File: src/rtl/pwm_octet_pkg.sv
package pwm_octet_pkg;
  // Channel byte width; a joined pair counts over twice this width.
  localparam int unsigned DW = 8;
  localparam int unsigned CW = 2 * DW;

  typedef logic [CW-1:0] cnt_t;

  // True when the counter has reached the last step of its period.
  // Period values 0 and 1 both give a one-tick period.
  function automatic logic pwm_wrap(input cnt_t cnt, input cnt_t per);
    logic [CW:0] nxt;
    nxt = {1'b0, cnt} + {{CW{1'b0}}, 1'b1};
    return nxt >= {1'b0, per};
  endfunction

  // Left-aligned level: high while the count is below the duty.
  function automatic logic pwm_level(input cnt_t cnt, input cnt_t duty);
    return cnt < duty;
  endfunction
endpackage

File: src/rtl/pwm_octet_regs.sv
module pwm_octet_regs
  import pwm_octet_pkg::*;
#(
  parameter int NCH = 8,
  parameter int AW  = 5
) (
  input  logic                    clk,
  input  logic                    rst_n,
  input  logic                    we,
  input  logic [AW-1:0]           addr,
  input  logic [DW-1:0]           wdata,
  output logic [DW-1:0]           rdata,
  output logic [NCH-1:0]          en,
  output logic [NCH/2-1:0]        pair_join,
  output logic [NCH-1:0][DW-1:0]  per,
  output logic [NCH-1:0][DW-1:0]  duty
);
  localparam int IW = $clog2(NCH);
  localparam int NP = NCH / 2;
  localparam int GW = AW - IW;
  localparam logic [GW-1:0] G_CTL  = GW'(0);
  localparam logic [GW-1:0] G_PER  = GW'(1);
  localparam logic [GW-1:0] G_DUTY = GW'(2);

  logic [GW-1:0] grp;
  logic [IW-1:0] idx;
  assign grp = addr[AW-1:IW];
  assign idx = addr[IW-1:0];

  // Named decode events for the assertions.
  logic wr_en_byte;
  assign wr_en_byte = we && (grp == G_CTL) && (idx == IW'(0));

  always_ff @(posedge clk or negedge rst_n) begin
    if (!rst_n) begin
      en        <= '0;
      pair_join <= '0;
      per       <= '0;
      duty      <= '0;
    end else if (we) begin
      case (grp)
        G_CTL: begin
          if (idx == IW'(0))      en        <= wdata[NCH-1:0];
          else if (idx == IW'(1)) pair_join <= wdata[NP-1:0];
        end
        G_PER:   per[idx]  <= wdata;
        G_DUTY:  duty[idx] <= wdata;
        default: ;
      endcase
    end
  end

  always_comb begin
    rdata = '0;
    case (grp)
      G_CTL: begin
        if (idx == IW'(0))      rdata = DW'(en);
        else if (idx == IW'(1)) rdata = DW'(pair_join);
      end
      G_PER:   rdata = per[idx];
      G_DUTY:  rdata = duty[idx];
      default: rdata = '0;
    endcase
  end

  // an enable write is visible in the next cycle.
  p_en_write_r1: assert property (@(posedge clk) disable iff (!rst_n)
    wr_en_byte |=> (en == $past(wdata[NCH-1:0])));
endmodule

File: src/rtl/pwm_octet_prescale.sv
module pwm_octet_prescale #(
  parameter int PW = 3
) (
  input  logic clk,
  input  logic rst_n,
  input  logic run,
  output logic tick
);
  logic [PW-1:0] cnt;

  always_ff @(posedge clk or negedge rst_n) begin
    if (!rst_n)    cnt <= '0;
    else if (!run) cnt <= '0;
    else           cnt <= cnt + 1'b1;
  end

  assign tick = run && (cnt == '1);

  // with no channel enabled the divider sits at zero.
  p_idle_hold_r6: assert property (@(posedge clk) disable iff (!rst_n)
    !run |=> (cnt == '0));

  // ticks never come back to back.
  p_tick_gap_r2: assert property (@(posedge clk) disable iff (!rst_n)
    tick |=> !tick);
endmodule

File: src/rtl/pwm_octet_pair.sv
module pwm_octet_pair
  import pwm_octet_pkg::*;
(
  input  logic          clk,
  input  logic          rst_n,
  input  logic          tick,
  input  logic          en_e,
  input  logic          en_o,
  input  logic          pair_join,
  input  logic [DW-1:0] per_e,
  input  logic [DW-1:0] per_o,
  input  logic [DW-1:0] duty_e,
  input  logic [DW-1:0] duty_o,
  output logic          out_e,
  output logic          out_o
);
  logic          run_e, run_o, join_q;
  logic [DW-1:0] cnt_e, cnt_o;
  logic [DW-1:0] sh_per_e, sh_per_o, sh_duty_e, sh_duty_o;

  // Internal events, named for the assertions.
  logic join_chg, en_e_eff;
  logic wrap_e, wrap_o, wrap_16;
  cnt_t cnt_16, per_16, duty_16;

  assign join_chg = pair_join ^ join_q;
  assign en_e_eff = en_e & ~pair_join;
  assign cnt_16   = {cnt_e, cnt_o};
  assign per_16   = {sh_per_e, sh_per_o};
  assign duty_16  = {sh_duty_e, sh_duty_o};
  assign wrap_e   = pwm_wrap(cnt_t'(cnt_e), cnt_t'(sh_per_e));
  assign wrap_o   = pwm_wrap(cnt_t'(cnt_o), cnt_t'(sh_per_o));
  assign wrap_16  = pwm_wrap(cnt_16, per_16);

  always_ff @(posedge clk or negedge rst_n) begin
    if (!rst_n) begin
      run_e <= 1'b0; run_o <= 1'b0; join_q <= 1'b0;
      cnt_e <= '0;   cnt_o <= '0;
      sh_per_e  <= '0; sh_per_o  <= '0;
      sh_duty_e <= '0; sh_duty_o <= '0;
    end else begin
      join_q <= pair_join;
      if (join_chg) begin
        // Mode change: both halves restart cleanly.
        run_e <= 1'b0; run_o <= 1'b0;
        cnt_e <= '0;   cnt_o <= '0;
      end else if (pair_join) begin
        run_e <= 1'b0;
        if (!en_o) begin
          run_o <= 1'b0;
          cnt_e <= '0; cnt_o <= '0;
        end else if (tick) begin
          if (!run_o || wrap_16) begin
            run_o <= 1'b1;
            {cnt_e, cnt_o} <= '0;
            sh_per_e  <= per_e;  sh_per_o  <= per_o;
            sh_duty_e <= duty_e; sh_duty_o <= duty_o;
          end else begin
            {cnt_e, cnt_o} <= cnt_16 + 1'b1;
          end
        end
      end else begin
        if (!en_o) begin
          run_o <= 1'b0;
          cnt_o <= '0;
        end else if (tick) begin
          if (!run_o || wrap_o) begin
            run_o <= 1'b1;
            cnt_o <= '0;
            sh_per_o <= per_o; sh_duty_o <= duty_o;
          end else begin
            cnt_o <= cnt_o + 1'b1;
          end
        end
        if (!en_e_eff) begin
          run_e <= 1'b0;
          cnt_e <= '0;
        end else if (tick) begin
          if (!run_e || wrap_e) begin
            run_e <= 1'b1;
            cnt_e <= '0;
            sh_per_e <= per_e; sh_duty_e <= duty_e;
          end else begin
            cnt_e <= cnt_e + 1'b1;
          end
        end
      end
    end
  end

  assign out_e = en_e_eff & run_e & pwm_level(cnt_t'(cnt_e), cnt_t'(sh_duty_e));
  assign out_o = en_o & run_o &
                 (pair_join ? pwm_level(cnt_16, duty_16)
                            : pwm_level(cnt_t'(cnt_o), cnt_t'(sh_duty_o)));

  // the high-order line of a joined pair stays low.
  p_even_masked_r5: assert property (@(posedge clk) disable iff (!rst_n)
    pair_join |-> !out_e);

  // a channel only starts running on a prescaler tick.
  p_start_tick_r2: assert property (@(posedge clk) disable iff (!rst_n)
    $rose(run_o) |-> $past(tick));

  // a disabled channel drives low.
  p_off_low_r3: assert property (@(posedge clk) disable iff (!rst_n)
    !en_o |-> !out_o);

  // shadow settings change only on a tick.
  p_shadow_hold_r8: assert property (@(posedge clk) disable iff (!rst_n)
    !tick |=> ($stable(sh_duty_o) && $stable(sh_per_o)));
endmodule

File: src/rtl/pwm_octet.sv
module pwm_octet
  import pwm_octet_pkg::*;
#(
  parameter int NCH = 8,
  parameter int AW  = 5,
  parameter int PW  = 3
) (
  input  logic           clk,
  input  logic           rst_n,
  input  logic           bus_we,
  input  logic [AW-1:0]  bus_addr,
  input  logic [DW-1:0]  bus_wdata,
  output logic [DW-1:0]  bus_rdata,
  output logic [NCH-1:0] pwm_out
);
  localparam int NP = NCH / 2;

  logic [NCH-1:0]         en;
  logic [NP-1:0]          pj;
  logic [NCH-1:0][DW-1:0] per, duty;
  logic                   any_en, tick;

  pwm_octet_regs #(.NCH(NCH), .AW(AW)) u_regs (
    .clk, .rst_n,
    .we(bus_we), .addr(bus_addr), .wdata(bus_wdata), .rdata(bus_rdata),
    .en(en), .pair_join(pj), .per(per), .duty(duty)
  );

  assign any_en = |en;

  pwm_octet_prescale #(.PW(PW)) u_pre (
    .clk, .rst_n, .run(any_en), .tick(tick)
  );

  for (genvar p = 0; p < NP; p++) begin : g_pair
    pwm_octet_pair u_pair (
      .clk, .rst_n, .tick(tick),
      .en_e(en[2*p]), .en_o(en[2*p+1]), .pair_join(pj[p]),
      .per_e(per[2*p]), .per_o(per[2*p+1]),
      .duty_e(duty[2*p]), .duty_o(duty[2*p+1]),
      .out_e(pwm_out[2*p]), .out_o(pwm_out[2*p+1])
    );
  end
endmodule

File: config.mk
export PLATFORM = sky130hd
export DESIGN_NAME = pwm_octet
export DESIGN_NICKNAME = d
export VERILOG_FILES = /design/src/rtl/pwm_octet_pkg.sv /design/src/rtl/pwm_octet_regs.sv /design/src/rtl/pwm_octet_prescale.sv /design/src/rtl/pwm_octet_pair.sv /design/src/rtl/pwm_octet.sv
export SDC_FILE = /design/constraint.sdc
export NUM_CORES = 1
export LEC_CHECK = 0
export ABC_AREA = 1
export BUFFER_PORTS_ARGS = -buffer_cell sky130_fd_sc_hd__buf_2
export CORE_ASPECT_RATIO = 1.25
export CORE_MARGIN = 2
export CORE_UTILIZATION = 69
export CTS_BUF_LIST = sky130_fd_sc_hd__clkbuf_8 sky130_fd_sc_hd__clkbuf_16
export DETAILED_ROUTE_END_ITERATION = 12
export PLACE_DENSITY = 0.86
export SYNTH_ARGS = -nofsm -noshare
export SYNTH_HDL_FRONTEND = slang
export SYNTH_SLANG_ARGS = --single-unit
File: constraint.sdc
create_clock -name clk -period 6.2 [get_ports clk]
set_input_delay 1.24 -clock clk [delete_from_list [all_inputs] [get_ports clk]]
set_output_delay 1.24 -clock clk [all_outputs]
set_load 0.01 [all_outputs]
# After elaboration in Yosys (flattened, before gate mapping)
# Index checks and enable logic that the tools add are counted.
# word_totals
register_bits,347
output_inout_bits,16
input_bits,16
# op_classes
magnitude_cmp,26
muxes,244
n_addsub,25
eq_ne,36
bitwise,33
reduce_logical,61
# op_table
cell,count
$mux W8,180
$ge A17 B8 Y1,8
$bwmux W64,2
$add A8 B1 Y9 const B,8
$add A16 B1 Y17 const B,4
$ge A17 B16 Y1,4
$add A16 B1 Y16 const B,4
$add A8 B1 Y8 const B,8
$lt A16 B16 Y1,4
$lt A8 B8 Y1,8
$mux W1,56
$ne A4 B2 Y1 const B,13
$bmux W8 S3,2
$ne A4 B3 Y1 const B,7
$demux W8 S3,1
$pmux W8 S3,1
$reduce_and A6 Y1,4
$reduce_bool A2 Y1,12
$and A1 B1 Y1,20
$reduce_and A2 Y1,10
$reduce_and A5 Y1,4
$ne A2 B1 Y1 const B,8
$reduce_and A3 Y1,5
$logic_or A1 B1 Y1,12
other kinds (18),40

# Longest topological paths before layout
# depth
word_depth,8
depth_mapped,24
mapped_depth_nobuf,23

# Hierarchy
# A second synthesis with hierarchy kept.
# hier_totals
hier_cells,3010
area_unflattened_um2,22315.2
# by_module_without_submodules
mod,n_inst,area_each_um2,cells_each,seq_area_each_um2
pwm_octet_regs,1,6872.8,908,3503.4
pwm_octet_pair (g_pair[0].u_pair),1,3895.0,531,1276.2
pwm_octet_pair (g_pair[1].u_pair),1,3808.7,519,1276.2
pwm_octet_pair (g_pair[2].u_pair),1,3781.1,507,1276.2
pwm_octet_pair (g_pair[3].u_pair),1,3768.6,517,1276.2
pwm_octet_prescale,1,132.6,13,75.1
pwm_octet,1,56.3,15,0.0

# Least setup slack after synthesis
# OpenSTA, ideal clock, no wires.
# synth_timing
kind,input port to output port
from,input bus_addr[0]
to,output bus_rdata[1]
cell_stages,7
path_buffers,2
path_slack_ps,2496
arrival_time_ps,2464
path_cell_list,clkbuf_2 nor3_2 clkbuf_1 a22oi_1 nand4_1 a211oi_1 nor2_1
# synth_via
elab_chain_len,4
elab_cells_between_ends,9
cone_classes,eq/ne (1); mux (7); reduce/logical (1)
# synth_lines
element,line,rtl
start: declaration,pwm_octet.sv:11,"input logic [AW-1:0] bus_addr,"
$eq A3 B1 Y1,pwm_octet_regs.sv:58,else if (idx == IW'(1)) rdata = DW'(pair_join);
$mux W4,pwm_octet_regs.sv:58,
$mux W8,pwm_octet_regs.sv:57,if (idx == IW'(0)) rdata = DW'(en);
$pmux W8 S3 (*),pwm_octet_regs.sv:55,case (grp)
end: declaration,pwm_octet.sv:13,"output logic [DW-1:0] bus_rdata,"
# Every way passes the cells marked *; elsewhere a longest branch is shown, timed or not. The select of a mux whose other input is x is not followed.

# Final worst setup path
# layout_timing
from,input bus_addr[0]
to,output bus_rdata[0]
# Same word-level chain as after synthesis.

==> impl_metrics.env <==
export IMPL_leakagePower_nw=11.5
export IMPL_critical_path_top_delay_family="buffers and inverters"
export IMPL_cts_setup_buffers=0
export IMPL_drive_gt1_share_pct=6.11
export IMPL_portBuffers=31
export IMPL_synthTopCellsByCount="850 x nand2_1, 371 x inv_1, 347 x dfrtp_1, 244 x o21ai_0, 170 x ha_1"
export IMPL_setup_viol=0
export IMPL_core_um2=30100
export IMPL_pre_cts_ws_ns=1.68
export IMPL_slowest_delay_ns=0.54
export IMPL_synth_cell_types=57
export IMPL_die_area_um2=32000
export IMPL_cts_path_max_buffers=3
export IMPL_ys_seq_area_share_pct=41.2
export IMPL_worstSetupStartpoint="bus_addr[0]"
export IMPL_cts_tree="done"
export IMPL_r2r_end="g_pair[3].u_pair.sh_per_o[1]"
export IMPL_endpoint="bus_rdata[0]"
export IMPL_first_iter_violations=1699
export IMPL_r2r_cells=8
export IMPL_syn_to_final_growth_pct=7.16
export IMPL_status="finished, final reports clean"
export IMPL_cap_violations=0
export IMPL_final_cells=3133
export IMPL_synth_top_area_cell="dfrtp_1"
export IMPL_dp_cells=3067
export IMPL_fillCellCount=2179
export IMPL_cts_root_buffer="clkbuf_16"
export IMPL_synthTopCellsByArea="dfrtp_1 41%, nand2_1 15%, ha_1 10%"
export IMPL_drc=0
export IMPL_yosysTopAreaCellShare_pct=41.2
export IMPL_synth_edf_count=0
export IMPL_routed_wl_mm=60.0
export IMPL_synth_flop_cell="dfrtp_1"
export IMPL_clk_latency_ns=0.53
export IMPL_slew_headroom_pct=36.8
export IMPL_gp_congestion=1.02
export IMPL_numClockSinks=347
export IMPL_yosysMostFrequentCell="nand2_1"
export IMPL_finalMaxSlewViolations=0
export IMPL_gr_total_overflow=0
export IMPL_rows=71
export IMPL_yosys_register_bits=347
export IMPL_post_route_min_period_ns=4.68
export IMPL_syn_num_nets=2895
export IMPL_num_vias=18800
export IMPL_antenna_found_initial=4
export IMPL_ios=32
export IMPL_htree_levels=2
export IMPL_cts_hold_buf=0
export IMPL_cp_start_kind="primary input"
export IMPL_fmax_ghz=0.214
export IMPL_worst_path_stages=10
export IMPL_fin_nets=2891
export IMPL_wire_per_inst_um=19.1
export IMPL_finalCritPeriodShare_pct=75.5
export IMPL_crit_slowest_cell="a211oi_1"
export IMPL_syn_inst=2709
export IMPL_p_per_area_nw_per_um2=305
export IMPL_grt_use_total_pct=38.5
export IMPL_antenna_left=0
export IMPL_grt_pass1_vias=18500
export IMPL_worst_pin_slew_ns=0.944
export IMPL_synth_area_um2=21100
export IMPL_die_w_um=160
export IMPL_fin_ws_ns=1.52
export IMPL_die_y_um=199
export IMPL_regToRegSetupSlack_ns=2.56
export IMPL_cts_resized=0
export IMPL_holdCritPathClass="reg2reg"
export IMPL_async_flop_share_pct=100
export IMPL_worstPathMaxFanout=17
export IMPL_numCtsBuffers=37
export IMPL_crit_buf_inv=4
export IMPL_required_ns=4.96
export IMPL_critical_path_class="in2out"
export IMPL_skew_ns=0.0196
export IMPL_first_pass_iters=10
export IMPL_fin_setup_tns_ns=0
export IMPL_syn_area_per_cell_um2=7.78
export IMPL_clk_pin_slew_worst_paths_ns=0.06
export IMPL_via_per_inst=6.02
export IMPL_hpwlAfterDp_mm=44.2
export IMPL_r2r_start="u_regs.en[1]"
export IMPL_path_cells="buf_2, inv_1, nand3_1, clkinv_1, o2bb2ai_1, a211oi_1, nand4_1, nand2_1, nand3_1, buf_2"
export IMPL_hp_start="u_pre.cnt[0]"
export IMPL_grt_max_degree=127
export IMPL_start_util_pct=70.0
export IMPL_end_kind="output port"
export IMPL_max_vdd_ir_drop_uv=242
export IMPL_yosysWarnings=0
export IMPL_grt_pass1_wl_mm=96.6
export IMPL_hold_violations=0
export IMPL_rsz0062_at_grt="false"
export IMPL_cp_arrival_ns=3.44
[report_power, final]
group	leakage, nW	internal, mW	switching (mW)
Clock	0.611	1.29	0.934
Sequential	4.66	2.60	0.330
Combinational	6.22	0.519	1.21
[final cells by class]
cell class	count	area [µm²]	share of cell area, %
repair buffers	35	220	0.975
inverters	383	1440	6.36
multi-input cells	1901	10500	46.6
flip-flops and latches	347	8680	38.4
diodes	1	2.50	0.0111
clock buffers	43	1010	4.46
clock inverters	22	203	0.897
well taps	401	502	2.22
[per-stage QoR]
step / instance area, µm² / hold slack, ns / util (%) / total power [mW]
after global routing: 22600 / 0.466 / 75.0 / 7.23
after global placement: 21400 / 0.421 / 71.0 / 4.55
final: 22600 / 0.454 / 75.0 / 6.89
after floorplan: 21100 / 0.349 / - / 4.04
after CTS: 22600 / 0.455 / 75.0 / 6.86
after detailed placement: 21400 / 0.448 / 71.0 / 4.63
[flip-flops by register name, indices dropped and copies added (netlist names)]
register	flops
u_pre.cnt	3
g_pair.u_pair.join_q	4
u_regs.en	8
u_regs.pair_join	4
g_pair.u_pair.sh_per_e	32
g_pair.u_pair.cnt_o	32
g_pair.u_pair.run_o	4
u_regs.per	64
g_pair.u_pair.run_e	4
g_pair.u_pair.cnt_e	32
g_pair.u_pair.sh_per_o	32
g_pair.u_pair.sh_duty_o	32
g_pair.u_pair.sh_duty_e	32
u_regs.duty	64
[metal layers]
| metal | routed length, µm | GRT usage (%) | vias to the layer above |
|---|---|---|---|
| met5 | 21 | 0 | - |
| met4 | 3330 | 19.0 | 4 |
| met3 | 4100 | 5.31 | 206 |
| met2 | 28400 | 65.0 | 847 |
| met1 | 24100 | 49.3 | 8952 |
| li1 | - | - | 8837 |
[kinds of logic after synthesis]
family                   after synthesis  share of synthesized area [%]
AND/OR/NAND/NOR                     1239                           26.0
XOR/XNOR                              59                           2.45
flip-flops                           347                           41.2
adder cells (fa/ha/maj)              170                           10.1
AO/OA/AOI/OAI                        433                           11.5
buffers and inverters                461                           8.84
[worst min-delay path by stage]
stage,to,slack (ns),depth (start not counted)
CTS,u_pre.cnt[0],0.46,1
global placement,u_pre.cnt[0],0.42,1
global route,u_pre.cnt[0],0.47,1
floorplan,g_pair[0].u_pair.join_q,0.35,0
finish,u_pre.cnt[0],0.45,1
detailed placement,u_pre.cnt[0],0.45,1
[worst reg2reg max path, delay by kind of cell (launching register included)]
family | cells | cell delay [ns]
and+or+nand+nor | 5 | 1.86
buffers and inverters | 2 | 0.67
DFF | 1 | 0.62
AOI/OAI and AO/OA | 1 | 0.40
[placed cells by master (no fill, tap or decap), drive strengths merged, types with 4 or more instances in the layout]
| cell type | instances |
|---|---|
| a221oi | 10 |
| clkinv | 11 |
| or2 | 5 |
| a21boi | 4 |
| o211ai | 11 |
| nor2 | 106 |
| nor3 | 35 |
| o22ai | 6 |
| o2111ai | 9 |
| buf | 35 |
| inv | 387 |
| a22oi | 6 |
| nand2 | 862 |
| xnor2 | 13 |
| o21bai | 4 |
| clkinvlp | 4 |
| clkbuf | 43 |
| ha | 170 |
| dfrtp | 347 |
| xor2 | 46 |
| nand3 | 135 |
| o21ai | 282 |
| nand4 | 90 |
| a21oi | 80 |
Power figures use the tool's default switching activity.
